===== src/rtl/i2c_rate_pkg.sv =====
// Package: shared field widths, the power-up rate byte and the period
// formula used by both the divider and the search table.
package i2c_rate_pkg;

    localparam int BR_M_W    = 4;                 // linear divisor field width
    localparam int BR_N_W    = 3;                 // exponent field width
    localparam int BR_BAUD_W = BR_M_W + BR_N_W + 1;

    localparam logic [BR_BAUD_W-1:0] BR_RST_BAUD   = 8'h44;
    localparam logic [BR_BAUD_W-1:0] BR_FIELD_MASK = 8'h7F;

    // Clock cycles per tick for a given (M, N) and exponent offset.
    function automatic int unsigned br_period(input int m, input int n, input int shift);
        return int'(m + 1) * (1 << (n + shift));
    endfunction

endpackage


===== src/rtl/i2c_rate_reg.sv =====
// Rate byte holder.
// Keeps the programmed byte and the byte in use by the divider. The byte
// in use is refreshed from the programmed one at every tick boundary and
// continuously while the divider is disabled.
// Assumes: wrap is a one-cycle pulse from the divider at period end.
module i2c_rate_reg
    import i2c_rate_pkg::*;
#(
    parameter int M_W    = BR_M_W,
    parameter int N_W    = BR_N_W,
    localparam int BAUD_W = M_W + N_W + 1
) (
    input  logic              clk,
    input  logic              rst_n,
    input  logic              soft_rst,
    input  logic              enable,
    input  logic              wrap,
    input  logic              we,
    input  logic [BAUD_W-1:0] wdata,
    output logic [BAUD_W-1:0] baud_q,
    output logic [M_W-1:0]    m_act,
    output logic [N_W-1:0]    n_act
);

    localparam logic [BAUD_W-1:0] RST_B  = BAUD_W'(BR_RST_BAUD);
    localparam logic [BAUD_W-1:0] MASK_B = BAUD_W'(BR_FIELD_MASK);

    logic [BAUD_W-1:0] prog_q;
    logic [BAUD_W-1:0] act_q;

    // Programmed byte: software write, top bit discarded.
    always_ff @(posedge clk) begin
        if (!rst_n || soft_rst)
            prog_q <= RST_B;
        else if (we)
            prog_q <= wdata & MASK_B;
    end

    // Byte in use: reloads only at a period boundary or while disabled.
    always_ff @(posedge clk) begin
        if (!rst_n || soft_rst)
            act_q <= RST_B;
        else if (!enable || wrap)
            act_q <= prog_q;
    end

    assign baud_q = prog_q;
    assign m_act  = act_q[N_W +: M_W];
    assign n_act  = act_q[N_W-1:0];

    p_pad_zero_r2: assert property (@(posedge clk) disable iff (!rst_n)
        baud_q[BAUD_W-1] == 1'b0);

    p_act_hold_r6: assert property (@(posedge clk) disable iff (!rst_n)
        (enable && !wrap && !soft_rst) |=> $stable(act_q));

    p_soft_val_r1: assert property (@(posedge clk) disable iff (!rst_n)
        soft_rst |=> (baud_q == RST_B && act_q == RST_B));

endmodule


===== src/rtl/i2c_rate_div.sv =====
// Two-stage tick divider.
// Stage one counts 0..M on every enabled clock. Stage two counts stage-one
// wraps up to 2^(N+SHIFT)-1. The tick is registered and lasts one clock.
// Assumes: m_act/n_act only change when both counters are at zero.
module i2c_rate_div
    import i2c_rate_pkg::*;
#(
    parameter int M_W   = BR_M_W,
    parameter int N_W   = BR_N_W,
    parameter int SHIFT = 1,
    localparam int EXP_W = (1 << N_W) - 1 + SHIFT
) (
    input  logic           clk,
    input  logic           rst_n,
    input  logic           soft_rst,
    input  logic           enable,
    input  logic [M_W-1:0] m_act,
    input  logic [N_W-1:0] n_act,
    output logic           wrap,
    output logic           tick
);

    localparam logic [EXP_W:0] ONE = 1;

    logic [M_W-1:0]   lin_q;
    logic [EXP_W-1:0] exp_q;
    logic [EXP_W:0]   span;
    logic [EXP_W-1:0] exp_lim;
    logic             lin_end;

    // Exponent stage limit: 2^(N+SHIFT) - 1.
    always_comb begin
        span    = ONE << (32'(n_act) + 32'(SHIFT));
        exp_lim = EXP_W'(span - ONE);
    end

    assign lin_end = (lin_q == m_act);
    assign wrap    = enable && lin_end && (exp_q == exp_lim);

    // Counter cascade, cleared while disabled.
    always_ff @(posedge clk) begin
        if (!rst_n || soft_rst || !enable) begin
            lin_q <= '0;
            exp_q <= '0;
        end else if (lin_end) begin
            lin_q <= '0;
            exp_q <= (exp_q == exp_lim) ? '0 : exp_q + 1'b1;
        end else begin
            lin_q <= lin_q + 1'b1;
        end
    end

    // Registered one-clock tick at period end.
    always_ff @(posedge clk) begin
        if (!rst_n || soft_rst)
            tick <= 1'b0;
        else
            tick <= wrap;
    end

    p_lin_bound_r3: assert property (@(posedge clk) disable iff (!rst_n)
        lin_q <= m_act);

    p_exp_bound_r3: assert property (@(posedge clk) disable iff (!rst_n)
        exp_q <= exp_lim);

    p_tick_needs_en_r5: assert property (@(posedge clk) disable iff (!rst_n)
        tick |-> $past(enable));

    p_idle_clear_r5: assert property (@(posedge clk) disable iff (!rst_n)
        !enable |=> (lin_q == '0 && exp_q == '0 && !tick));

endmodule


===== src/rtl/i2c_rate_search.sv =====
// Rate search helper.
// Walks every (M, N) pair, N outer and M inner, one pair per clock. It keeps
// the pair with the highest rate not above the request; a strict compare
// keeps the earlier pair on ties. Candidate rates come from a table that
// is computed at elaboration, so no run-time divider is needed.
// Assumes: srch results are valid only while done is high and afterwards.
module i2c_rate_search
    import i2c_rate_pkg::*;
#(
    parameter int unsigned CLK_HZ = 100_000_000,
    parameter int          M_W    = BR_M_W,
    parameter int          N_W    = BR_N_W,
    parameter int          SHIFT  = 1,
    parameter int          RATE_W = 32,
    localparam int IDX_W  = M_W + N_W,
    localparam int PAIRS  = 1 << IDX_W,
    localparam int BAUD_W = IDX_W + 1
) (
    input  logic              clk,
    input  logic              rst_n,
    input  logic              soft_rst,
    input  logic              go,
    input  logic [RATE_W-1:0] req,
    output logic              busy,
    output logic              done,
    output logic [BAUD_W-1:0] best_baud,
    output logic [RATE_W-1:0] best_hz
);

    localparam logic [BAUD_W-1:0] RST_B = BAUD_W'(BR_RST_BAUD);
    localparam logic [IDX_W-1:0]  LAST  = '1;

    logic [RATE_W-1:0] rate_tbl [PAIRS];
    logic [IDX_W-1:0]  idx_q;
    logic [RATE_W-1:0] req_q;
    logic [RATE_W-1:0] cand;
    logic              better;

    // Elaboration-time rate per pair; index = {N, M}.
    for (genvar gi = 0; gi < PAIRS; gi++) begin : g_rate
        localparam int MI = gi % (1 << M_W);
        localparam int NI = gi / (1 << M_W);
        localparam int unsigned DIVV = 10 * br_period(MI, NI, SHIFT);
        assign rate_tbl[gi] = RATE_W'(CLK_HZ / DIVV);
    end

    assign cand   = rate_tbl[idx_q];
    assign better = (cand <= req_q) && (cand > best_hz);

    // Scan sequencer and best-candidate tracker.
    always_ff @(posedge clk) begin
        if (!rst_n || soft_rst) begin
            busy      <= 1'b0;
            done      <= 1'b0;
            idx_q     <= '0;
            req_q     <= '0;
            best_baud <= RST_B;
            best_hz   <= '0;
        end else begin
            done <= 1'b0;
            if (!busy) begin
                if (go) begin
                    busy      <= 1'b1;
                    idx_q     <= '0;
                    req_q     <= req;
                    best_baud <= RST_B;
                    best_hz   <= '0;
                end
            end else begin
                if (better) begin
                    best_hz   <= cand;
                    best_baud <= {1'b0, idx_q[M_W-1:0], idx_q[IDX_W-1:M_W]};
                end
                if (idx_q == LAST) begin
                    busy <= 1'b0;
                    done <= 1'b1;
                end
                idx_q <= idx_q + 1'b1;
            end
        end
    end

    p_done_pulse_r8: assert property (@(posedge clk) disable iff (!rst_n)
        done |=> !done);

    p_done_idle_r8: assert property (@(posedge clk) disable iff (!rst_n)
        done |-> !busy);

    p_busy_hold_r8: assert property (@(posedge clk) disable iff (!rst_n)
        (busy && !soft_rst) |=> (busy || done));

    p_go_start_r8: assert property (@(posedge clk) disable iff (!rst_n)
        (go && !busy && !soft_rst) |=> (busy && best_hz == '0));

    p_fit_r9: assert property (@(posedge clk) disable iff (!rst_n)
        done |-> (best_hz <= req_q));

endmodule


===== src/rtl/i2c_rate_gen.sv =====
// I2C bit-rate tick generator (top).
// Joins the rate byte holder, the two-stage divider and the search helper.
// ALT_POW selects the exponent offset: 0 divides by 2^(N+1), 1 by 2^N.
// Assumes: a single clock domain and a synchronous active-low reset.
module i2c_rate_gen
    import i2c_rate_pkg::*;
#(
    parameter int unsigned CLK_HZ  = 100_000_000,
    parameter bit          ALT_POW = 1'b0,
    parameter int          RATE_W  = 32
) (
    input  logic              clk,
    input  logic              rst_n,
    input  logic              soft_rst,
    input  logic              enable,
    input  logic              baud_we,
    input  logic [7:0]        baud_wdata,
    output logic [7:0]        baud_q,
    output logic              tick,
    input  logic              srch_go,
    input  logic [RATE_W-1:0] srch_req,
    output logic              srch_busy,
    output logic              srch_done,
    output logic [7:0]        srch_baud,
    output logic [RATE_W-1:0] srch_hz
);

    localparam int SHIFT = ALT_POW ? 0 : 1;

    logic [BR_M_W-1:0] m_act;
    logic [BR_N_W-1:0] n_act;
    logic              wrap;

    i2c_rate_reg #(
        .M_W (BR_M_W),
        .N_W (BR_N_W)
    ) u_reg (
        .clk      (clk),
        .rst_n    (rst_n),
        .soft_rst (soft_rst),
        .enable   (enable),
        .wrap     (wrap),
        .we       (baud_we),
        .wdata    (baud_wdata),
        .baud_q   (baud_q),
        .m_act    (m_act),
        .n_act    (n_act)
    );

    i2c_rate_div #(
        .M_W   (BR_M_W),
        .N_W   (BR_N_W),
        .SHIFT (SHIFT)
    ) u_div (
        .clk      (clk),
        .rst_n    (rst_n),
        .soft_rst (soft_rst),
        .enable   (enable),
        .m_act    (m_act),
        .n_act    (n_act),
        .wrap     (wrap),
        .tick     (tick)
    );

    i2c_rate_search #(
        .CLK_HZ (CLK_HZ),
        .M_W    (BR_M_W),
        .N_W    (BR_N_W),
        .SHIFT  (SHIFT),
        .RATE_W (RATE_W)
    ) u_search (
        .clk       (clk),
        .rst_n     (rst_n),
        .soft_rst  (soft_rst),
        .go        (srch_go),
        .req       (srch_req),
        .busy      (srch_busy),
        .done      (srch_done),
        .best_baud (srch_baud),
        .best_hz   (srch_hz)
    );

endmodule


===== config.mk =====
export PLATFORM = sky130hd
export DESIGN_NAME = i2c_rate_gen
export DESIGN_NICKNAME = d
export VERILOG_FILES = /design/src/rtl/i2c_rate_pkg.sv /design/src/rtl/i2c_rate_reg.sv /design/src/rtl/i2c_rate_div.sv /design/src/rtl/i2c_rate_search.sv /design/src/rtl/i2c_rate_gen.sv
export SDC_FILE = /design/constraint.sdc
export NUM_CORES = 1
export LEC_CHECK = 0
export ABC_AREA = 1
export ABC_CLOCK_PERIOD_IN_PS = 4100
export CAP_MARGIN = 20
export CORE_MARGIN = 5
export CORE_UTILIZATION = 56
export CTS_CLUSTER_DIAMETER = 40
export CTS_CLUSTER_SIZE = 8
export DETAILED_ROUTE_END_ITERATION = 10
export HOLD_SLACK_MARGIN = 0.12
export PLACE_DENSITY = 0.94
export SYNTH_ARGS = -nofsm -noshare
export SYNTH_HDL_FRONTEND = slang
export SYNTH_SLANG_ARGS = --single-unit

===== constraint.sdc =====
create_clock -name clk -period 4.1 [get_ports clk]
set_input_delay 1.23 -clock clk [delete_from_list [all_inputs] [get_ports clk]]
set_output_delay 1.23 -clock clk [all_outputs]
set_load 0.005 [all_outputs]

==> results of run 1 <==
how the worst max path moves through the flow:
| stage | from | endpoint | slack [ns] | cells past startpoint |
|---|---|---|---|---|
| finish | u_search.idx_q[0]$_SDFFE_PP0P_ | u_search.best_hz[2]$_SDFFE_PP0P_ | 0.16 | 22 |
| floorplan | u_search.idx_q[0]$_SDFFE_PP0P_ | u_search.best_hz[20]$_SDFFE_PP0P_ | 0.84 | 23 |
| detailed placement | u_search.idx_q[0]$_SDFFE_PP0P_ | u_search.best_baud[2]$_SDFFE_PP1P_ | 0.35 | 23 |
| global route | u_search.idx_q[0]$_SDFFE_PP0P_ | u_search.best_baud[6]$_SDFFE_PP1P_ | -0.08 | 24 |
| CTS | u_search.idx_q[0]$_SDFFE_PP0P_ | u_search.best_baud[2]$_SDFFE_PP1P_ | 0.19 | 23 |
| global placement | u_search.idx_q[0]$_SDFFE_PP0P_ | u_search.best_baud[6]$_SDFFE_PP1P_ | 0.43 | 23 |
layout make-up:
class / count / area [um2] / area share, %
clock buffer: 10 / 239.0 / 2.997
clock inverter: 6 / 72.57 / 0.9101
inverter: 108 / 410.4 / 5.147
multi-input combinational: 766 / 4118 / 51.64
sequential: 98 / 1963 / 24.62
tap: 147 / 183.9 / 2.307
timing repair buffer: 103 / 987.2 / 12.38
what timing repair did:
action                                 4_1_cts  5_1_grt
resized for setup                            0        5
setup endpoints to repair                    0       28
hold buffers                                 0        0
endpoints found under the hold margin        0        0
registers in the layout, summed over array words and instances, names as in the netlist, 4 cells and up:
register            count
u_search.best_hz       23
u_search.req_q         32
u_div.exp_q             8
u_reg.act_q             7
u_search.idx_q          7
u_search.best_baud      7
u_reg.baud_q            7
u_div.lin_q             4
per-layer routing:
layer,up-vias,wire (um)
met2,353,8808
met4,0,739
li1,3489,-
met5,-,0
met3,67,1442
met1,3261,7719
layout by cell type, fill, tap and decap left out, drive strengths merged:
| cell type | count |
|---|---|
| a21o | 2 |
| a211oi | 1 |
| ha | 60 |
| nor3 | 6 |
| nor4 | 3 |
| conb | 11 |
| a21oi | 104 |
| xnor2 | 2 |
| nand3b | 1 |
| nand2 | 238 |
| a22oi | 1 |
| nand4 | 8 |
| a31oi | 1 |
| o41ai | 1 |
| or2 | 4 |
| nor4b | 1 |
| and3 | 1 |
| clkdlybuf4s50 | 84 |
| clkbuf | 10 |
| nand3 | 127 |
| o22ai | 1 |
| o31ai | 1 |
| o211ai | 8 |
| o221ai | 1 |
| buf | 19 |
| inv | 109 |
| o21ai | 85 |
| xor2 | 10 |
| bufinv | 1 |
| dfxtp | 98 |
| clkinv | 4 |
| o21a | 2 |
| nor3b | 2 |
| nor2 | 84 |
power groups by stage:
stage,registers [uW],logic [uW],clock network (uW)
floorplan,1000,166,0
global placement,1010,235,0
detailed placement,1010,242,0
CTS,986,246,893
global route,989,282,932
finish,987,256,888
stage by stage:
step | area [um2] | std cells | setup slack (ns)
finish | 7974 | 1238 | 0.1564
global placement | 7644 | 1222 | 0.4298
CTS | 7955 | 1238 | 0.1878
floorplan | 6852 | 1040 | 0.8420
detailed placement | 7644 | 1222 | 0.3459
global route | 7974 | 1238 | -0.08250
worst max-delay path, cell delays in order (launching register included):
cell,delay (ns)
dfxtp_2,0.39
inv_1,0.14
ha_1,0.28
nor2_1,0.18
a21oi_1,0.08
o21ai_0,0.26
nand2_1,0.10
nand2_1,0.11
nand2_1,0.07
nand3_1,0.08
nand2_1,0.13
ha_1,0.34
nand2_1,0.14
nor4_4,0.38
nand2_1,0.11
nand2_1,0.08
nand2_1,0.07
nand2_1,0.10
nand2_1,0.13
nand2_4,0.19
buf_4,0.23
nand3_1,0.11
a21oi_1,0.15
cell families after synthesis:
kind of cell | synth area share (%)
other cells | 0.05503
flops | 28.79
fa+ha+maj | 11.02
buf+inv | 11.60
compound gates | 16.38
xor+xnor | 1.542
simple gates | 30.61
==> flow_summary.json, run 1 <==
{
  "power_switching_uw": 556.8,
  "reg2reg_slack_ns": 0.16,
  "hold_violations": 0,
  "run_status": "completed",
  "cts.sinks": 98,
  "finClkSkew_ns": 0.006560,
  "dieArea_um2": 14470,
  "grt_max_degree": 45,
  "ys_warn_count": 0,
  "placementRows": 40,
  "clock_latency_ns": 0.36,
  "clk_pin_slew_ns": 0.07,
  "path_max_fanout": 13,
  "async_reset_ff_share_pct": 0,
  "hold_end": "u_search.req_q[30]$_SDFFE_PP0P_",
  "hold_path_startpoint": "u_search.req_q[30]$_SDFFE_PP0P_",
  "drt-total-wl_um": 18710,
  "grt_pass1_wl_um": 30200,
  "avgSynthCellArea_um2": 6.616,
  "vias": 7170,
  "setup_violations": 0,
  "ir_drop_mv": 0.2725,
  "grt.busiest_layer": "met2",
  "yosys-top-cells-count": "nand2_1, nand3_1, a21oi_1",
  "post_cts_buffers": 0,
  "total_power_uw": 2130,
  "synth_edf_count": 0,
  "tns_ns": 0,
  "core-area_um2": 11960,
  "power.density_nw_per_um2": 267.1,
  "syn_inst": 1030,
  "cp-end-kind": "flip-flop",
  "viasPerCell": 5.792,
  "start_kind": "flip-flop",
  "cp_data_required_time_ns": 4.38,
  "fillers": 969,
  "dr.pass1.iters": 6,
  "yosysUniqueCellTypes": 49,
  "start_util_pct": 56.97,
  "clockBufferDepth": 2,
  "gr-usage-met2_pct": 42.50,
  "numCtsBuffers": 9,
  "hp-class": "reg -> reg",
  "reg2reg_depth": 22,
  "grt_use_met1_pct": 31.53,
  "hold_depth": 2,
  "portBuffers": 84,
  "die_w_um": 120.3,
  "r2r_start": "u_search.idx_q[0]$_SDFFE_PP0P_",
  "wl_per_cell_um": 15.11,
  "drc": 0,
  "worst_pin_slew_ns": 0.7713,
  "fp.dieH_um": 120.3,
  "p_seq_share_pct": 46.3,
  "power_frac_comb_pct": 12.0,
  "netlist.area_leader.share_pct": 28.79,
  "final_util_pct": 66.66,
  "grt_use_total_pct": 25.25,
  "critical_path_class": "reg -> reg",
  "synth.most_common_cell": "nand2_1",
  "htreeDepth": 3,
  "drt_iter0_markers": 848,
  "syn-cell-area_um2": 6814,
  "yosysTopAreaCell": "dfxtp_1",
  "ios": 97,
  "p_int_uw": 1573,
  "clock.fmax_ghz": 0.2536,
  "gr-usage-met3_pct": 4.490,
  "crit_arrival_ns": 4.23,
  "antenna_cells": 0,
  "cts_root_buf": "clkbuf_16",
  "switching_share_pct": 26.14,
  "drive_gt1_share_pct": 6.416,
  "clkPwrFrac_pct": 41.7,
  "drv_cap": 0,
  "hold-worst-slack_ns": 0.4554,
  "syn_to_final_growth_pct": 17.02,
  "grt_pass1_vias": 6589,
  "overflow": 0,
  "place_congestion": 0.9835,
  "ys_ff_latch": 98,
  "nets": 1192,
  "cts_tree": "done",
  "synth_seq_area_share_pct": 28.79,
  "dp_hpwl_um": 13450,
  "slew_headroom_pct": 48.40,
  "antenna_found_initial": 0,
  "r2r_end": "u_search.best_hz[2]$_SDFFE_PP0P_",
  "synth_area_leaders": "dfxtp_1, nand2_1, ha_1",
  "leakagePower_uw": 0.003313,
  "drtAntennaViolNets": 0,
  "fin_crit_ns": 3.944,
  "slew_violations": 0,
  "synth_ff_type": "dfxtp_1",
  "final.period_utilization_pct": 96.19
}
Note: power is estimated with default switching activity, not from simulation.
==> run 2, diff against run 1 <==
--- a/config.mk
+++ b/config.mk
@@ -9,12 +9,13 @@
 export ABC_CLOCK_PERIOD_IN_PS = 4100
 export CAP_MARGIN = 20
 export CORE_MARGIN = 5
-export CORE_UTILIZATION = 56
+export CORE_UTILIZATION = 57
+export CTS_BUF_LIST = sky130_fd_sc_hd__clkbuf_8
 export CTS_CLUSTER_DIAMETER = 40
 export CTS_CLUSTER_SIZE = 8
 export DETAILED_ROUTE_END_ITERATION = 10
 export HOLD_SLACK_MARGIN = 0.12
-export PLACE_DENSITY = 0.94
+export PLACE_DENSITY = 0.95
 export SYNTH_ARGS = -nofsm -noshare
 export SYNTH_HDL_FRONTEND = slang
 export SYNTH_SLANG_ARGS = --single-unit
==> constraint.sdc (replaced) <==
create_clock -name clk -period 4.1 [get_ports clk]
set_input_delay 1.23 -clock clk [delete_from_list [all_inputs] [get_ports clk]]
set_output_delay 1.23 -clock clk [all_outputs]
set_load 0.01 [all_outputs]
==> run 2 against run 1 <==
Net effect:
- sequential power is essentially flat
- largest cell class unchanged
- critical path depth shrank 1
- fmax rose by 5.7%
- final area decreased by 1.8%
- global-route usage fell by 0.12 points
- utilization decreased by 0.64 points
- highest routed layer unchanged
- combinational power about the same
- cell count shrank 0.32%
==> flow_summary.json, run 2 (same netlist as run 1, synthesis figures left out) <==
{
  "run_status": "completed",
  "tns_ns": 0,
  "dieArea_um2": 14240,
  "vias": 7022,
  "clockBufferDepth": 2,
  "layout_commonest_cell": "nand2_1",
  "final_util_pct": 66.02,
  "power_frac_comb_pct": 13.4,
  "hp-class": "reg -> reg",
  "syn_to_final_growth_pct": 14.93,
  "power.density_nw_per_um2": 243.5,
  "fin_crit_ns": 3.730,
  "dr.pass1.iters": 6,
  "viasPerCell": 5.690,
  "hold_depth": 2,
  "clock.fmax_ghz": 0.2681,
  "drive_gt1_share_pct": 5.980,
  "ir_drop_mv": 0.1601,
  "largest_reg_flops": 32,
  "worst_pin_slew_ns": 0.9058,
  "switching_share_pct": 30.52,
  "cts.sinks": 98,
  "setup_violations": 0,
  "hold_end": "u_search.req_q[30]$_SDFFE_PP0P_",
  "cts_root_buf": "clkbuf_8",
  "start_util_pct": 57.45,
  "critical_path_class": "reg -> reg",
  "drtAntennaViolNets": 0,
  "finClkSkew_ns": 0.01333,
  "cp-end-kind": "flip-flop",
  "fillers": 981,
  "path_max_fanout": 18,
  "post_cts_buffers": 0,
  "ios": 97,
  "fp.dieH_um": 119.3,
  "clkPwrFrac_pct": 34.8,
  "holdBufCountCts": 0,
  "regMostFlops": "u_search.req_q",
  "overflow": 0,
  "hold_violations": 0,
  "r2r_end": "u_search.best_hz[17]$_SDFFE_PP0P_",
  "p_int_uw": 1325,
  "mostFrequentLayoutCells": "nand2_1, nand3_1, a21oi_1",
  "core-area_um2": 11860,
  "slew_violations": 0,
  "reg2reg_depth": 21,
  "antenna_cells": 0,
  "start_kind": "flip-flop",
  "grt_max_degree": 50,
  "drt-total-wl_um": 18040,
  "grt_use_total_pct": 25.13,
  "htreeDepth": 3,
  "cts_resized": 0,
  "hold_path_startpoint": "u_search.req_q[30]$_SDFFE_PP0P_",
  "crit_arrival_ns": 3.99,
  "drc": 0,
  "dp_hpwl_um": 13090,
  "cp_data_required_time_ns": 4.36,
  "wl_per_cell_um": 14.62,
  "r2r_start": "u_search.idx_q[1]$_SDFFE_PP0P_",
  "cts_tree": "done",
  "place_congestion": 0.9641,
  "final.period_utilization_pct": 90.97,
  "top_regs": "u_search.req_q: 32 flops, u_search.best_hz: 23 flops, u_div.exp_q: 8 flops",
  "drv_cap": 0,
  "placementRows": 40,
  "rsz0062_at_grt": "no",
  "power_switching_uw": 581.8,
  "clk_pin_slew_ns": 0.12,
  "numCtsBuffers": 9,
  "nets": 1188,
  "portBuffers": 84,
  "clock_latency_ns": 0.39,
  "grt_pass1_vias": 6481,
  "leakagePower_uw": 0.003241,
  "drt_iter0_markers": 781,
  "p_seq_share_pct": 51.7,
  "pre_cts_ws_ns": 0.5442,
  "slew_headroom_pct": 39.40,
  "reg2reg_slack_ns": 0.37,
  "antenna_found_initial": 0,
  "finalWorstSetupSlack_ns": 0.3702,
  "grt_pass1_wl_um": 30220,
  "die_w_um": 119.3
}
run 2: power by group through the flow:
stage | registers (uW) | clock network (uW) | logic (uW)
after floorplan | 1010 | 0 | 168
after global placement | 1010 | 0 | 241
after detailed placement | 1010 | 0 | 248
after CTS | 986 | 672 | 252
after global routing | 990 | 710 | 284
final | 987 | 664 | 256
run 2: critical path: stages (launching register included):
cell and delay [ns]:
dfxtp_1 0.33, inv_1 0.19, ha_1 0.32, nand2_1 0.10
inv_1 0.06, o21ai_0 0.33, nand3_1 0.15, nand3_1 0.14
nand3_1 0.09, nand2_1 0.16, ha_1 0.28, a21oi_1 0.21
o21ai_0 0.20, a21oi_1 0.17, nand2_1 0.06, nand2_1 0.05
nand2_1 0.04, nand2_1 0.09, nand2_2 0.20, buf_12 0.24
nand3_1 0.09, a21oi_1 0.09
run 2: routing by layer:
metal	GRT usage, %	up-vias	wire length [um]	share of wire, %
li1	-	3478	-	-
met1	33.36	3142	7816	43
met2	40.73	349	8219	46
met3	5.176	53	1528	8.5
met4	8.375	0	475	2.6
met5	0	-	0	0
run 2: how the worst max path moves through the flow:
| stage | endpoint | slack [ns] | start |
|---|---|---|---|
| 2_1_floorplan | u_search.best_hz[20]$_SDFFE_PP0P_ | 0.84 | u_search.idx_q[0]$_SDFFE_PP0P_ |
| 3_3_place_gp | u_search.best_baud[2]$_SDFFE_PP1P_ | 0.60 | u_search.idx_q[0]$_SDFFE_PP0P_ |
| 3_5_place_dp | u_search.best_baud[2]$_SDFFE_PP1P_ | 0.54 | u_search.idx_q[0]$_SDFFE_PP0P_ |
| 4_1_cts | u_search.best_baud[6]$_SDFFE_PP1P_ | 0.49 | u_search.idx_q[0]$_SDFFE_PP0P_ |
| 5_1_grt | u_search.best_baud[6]$_SDFFE_PP1P_ | 0.01 | u_search.idx_q[0]$_SDFFE_PP0P_ |
| 6_report | u_search.best_hz[17]$_SDFFE_PP0P_ | 0.37 | u_search.idx_q[1]$_SDFFE_PP0P_ |
run 2: per-stage QoR:
step | area (um2) | total power (uW) | hold slack (ns) | cells
5_1_grt | 7831 | 1984 | 0.4944 | 1234
6_report | 7831 | 1907 | 0.4614 | 1234
3_5_place_dp | 7626 | 1256 | 0.4465 | 1218
4_1_cts | 7831 | 1910 | 0.4625 | 1234
3_3_place_gp | 7626 | 1248 | 0.4414 | 1218
2_1_floorplan | 6852 | 1173 | 0.4300 | 1040
run 2: final cells by class:
type	instances	area [um2]	share of cell area (%)
clock inverter	7	81.33	1.039
timing repair buffer	99	965.9	12.33
sequential	98	1962	25.05
multi-input combinational	766	4104	52.40
inverter	108	410.4	5.240
clock buffer	9	123.9	1.582
tap	147	183.9	2.349
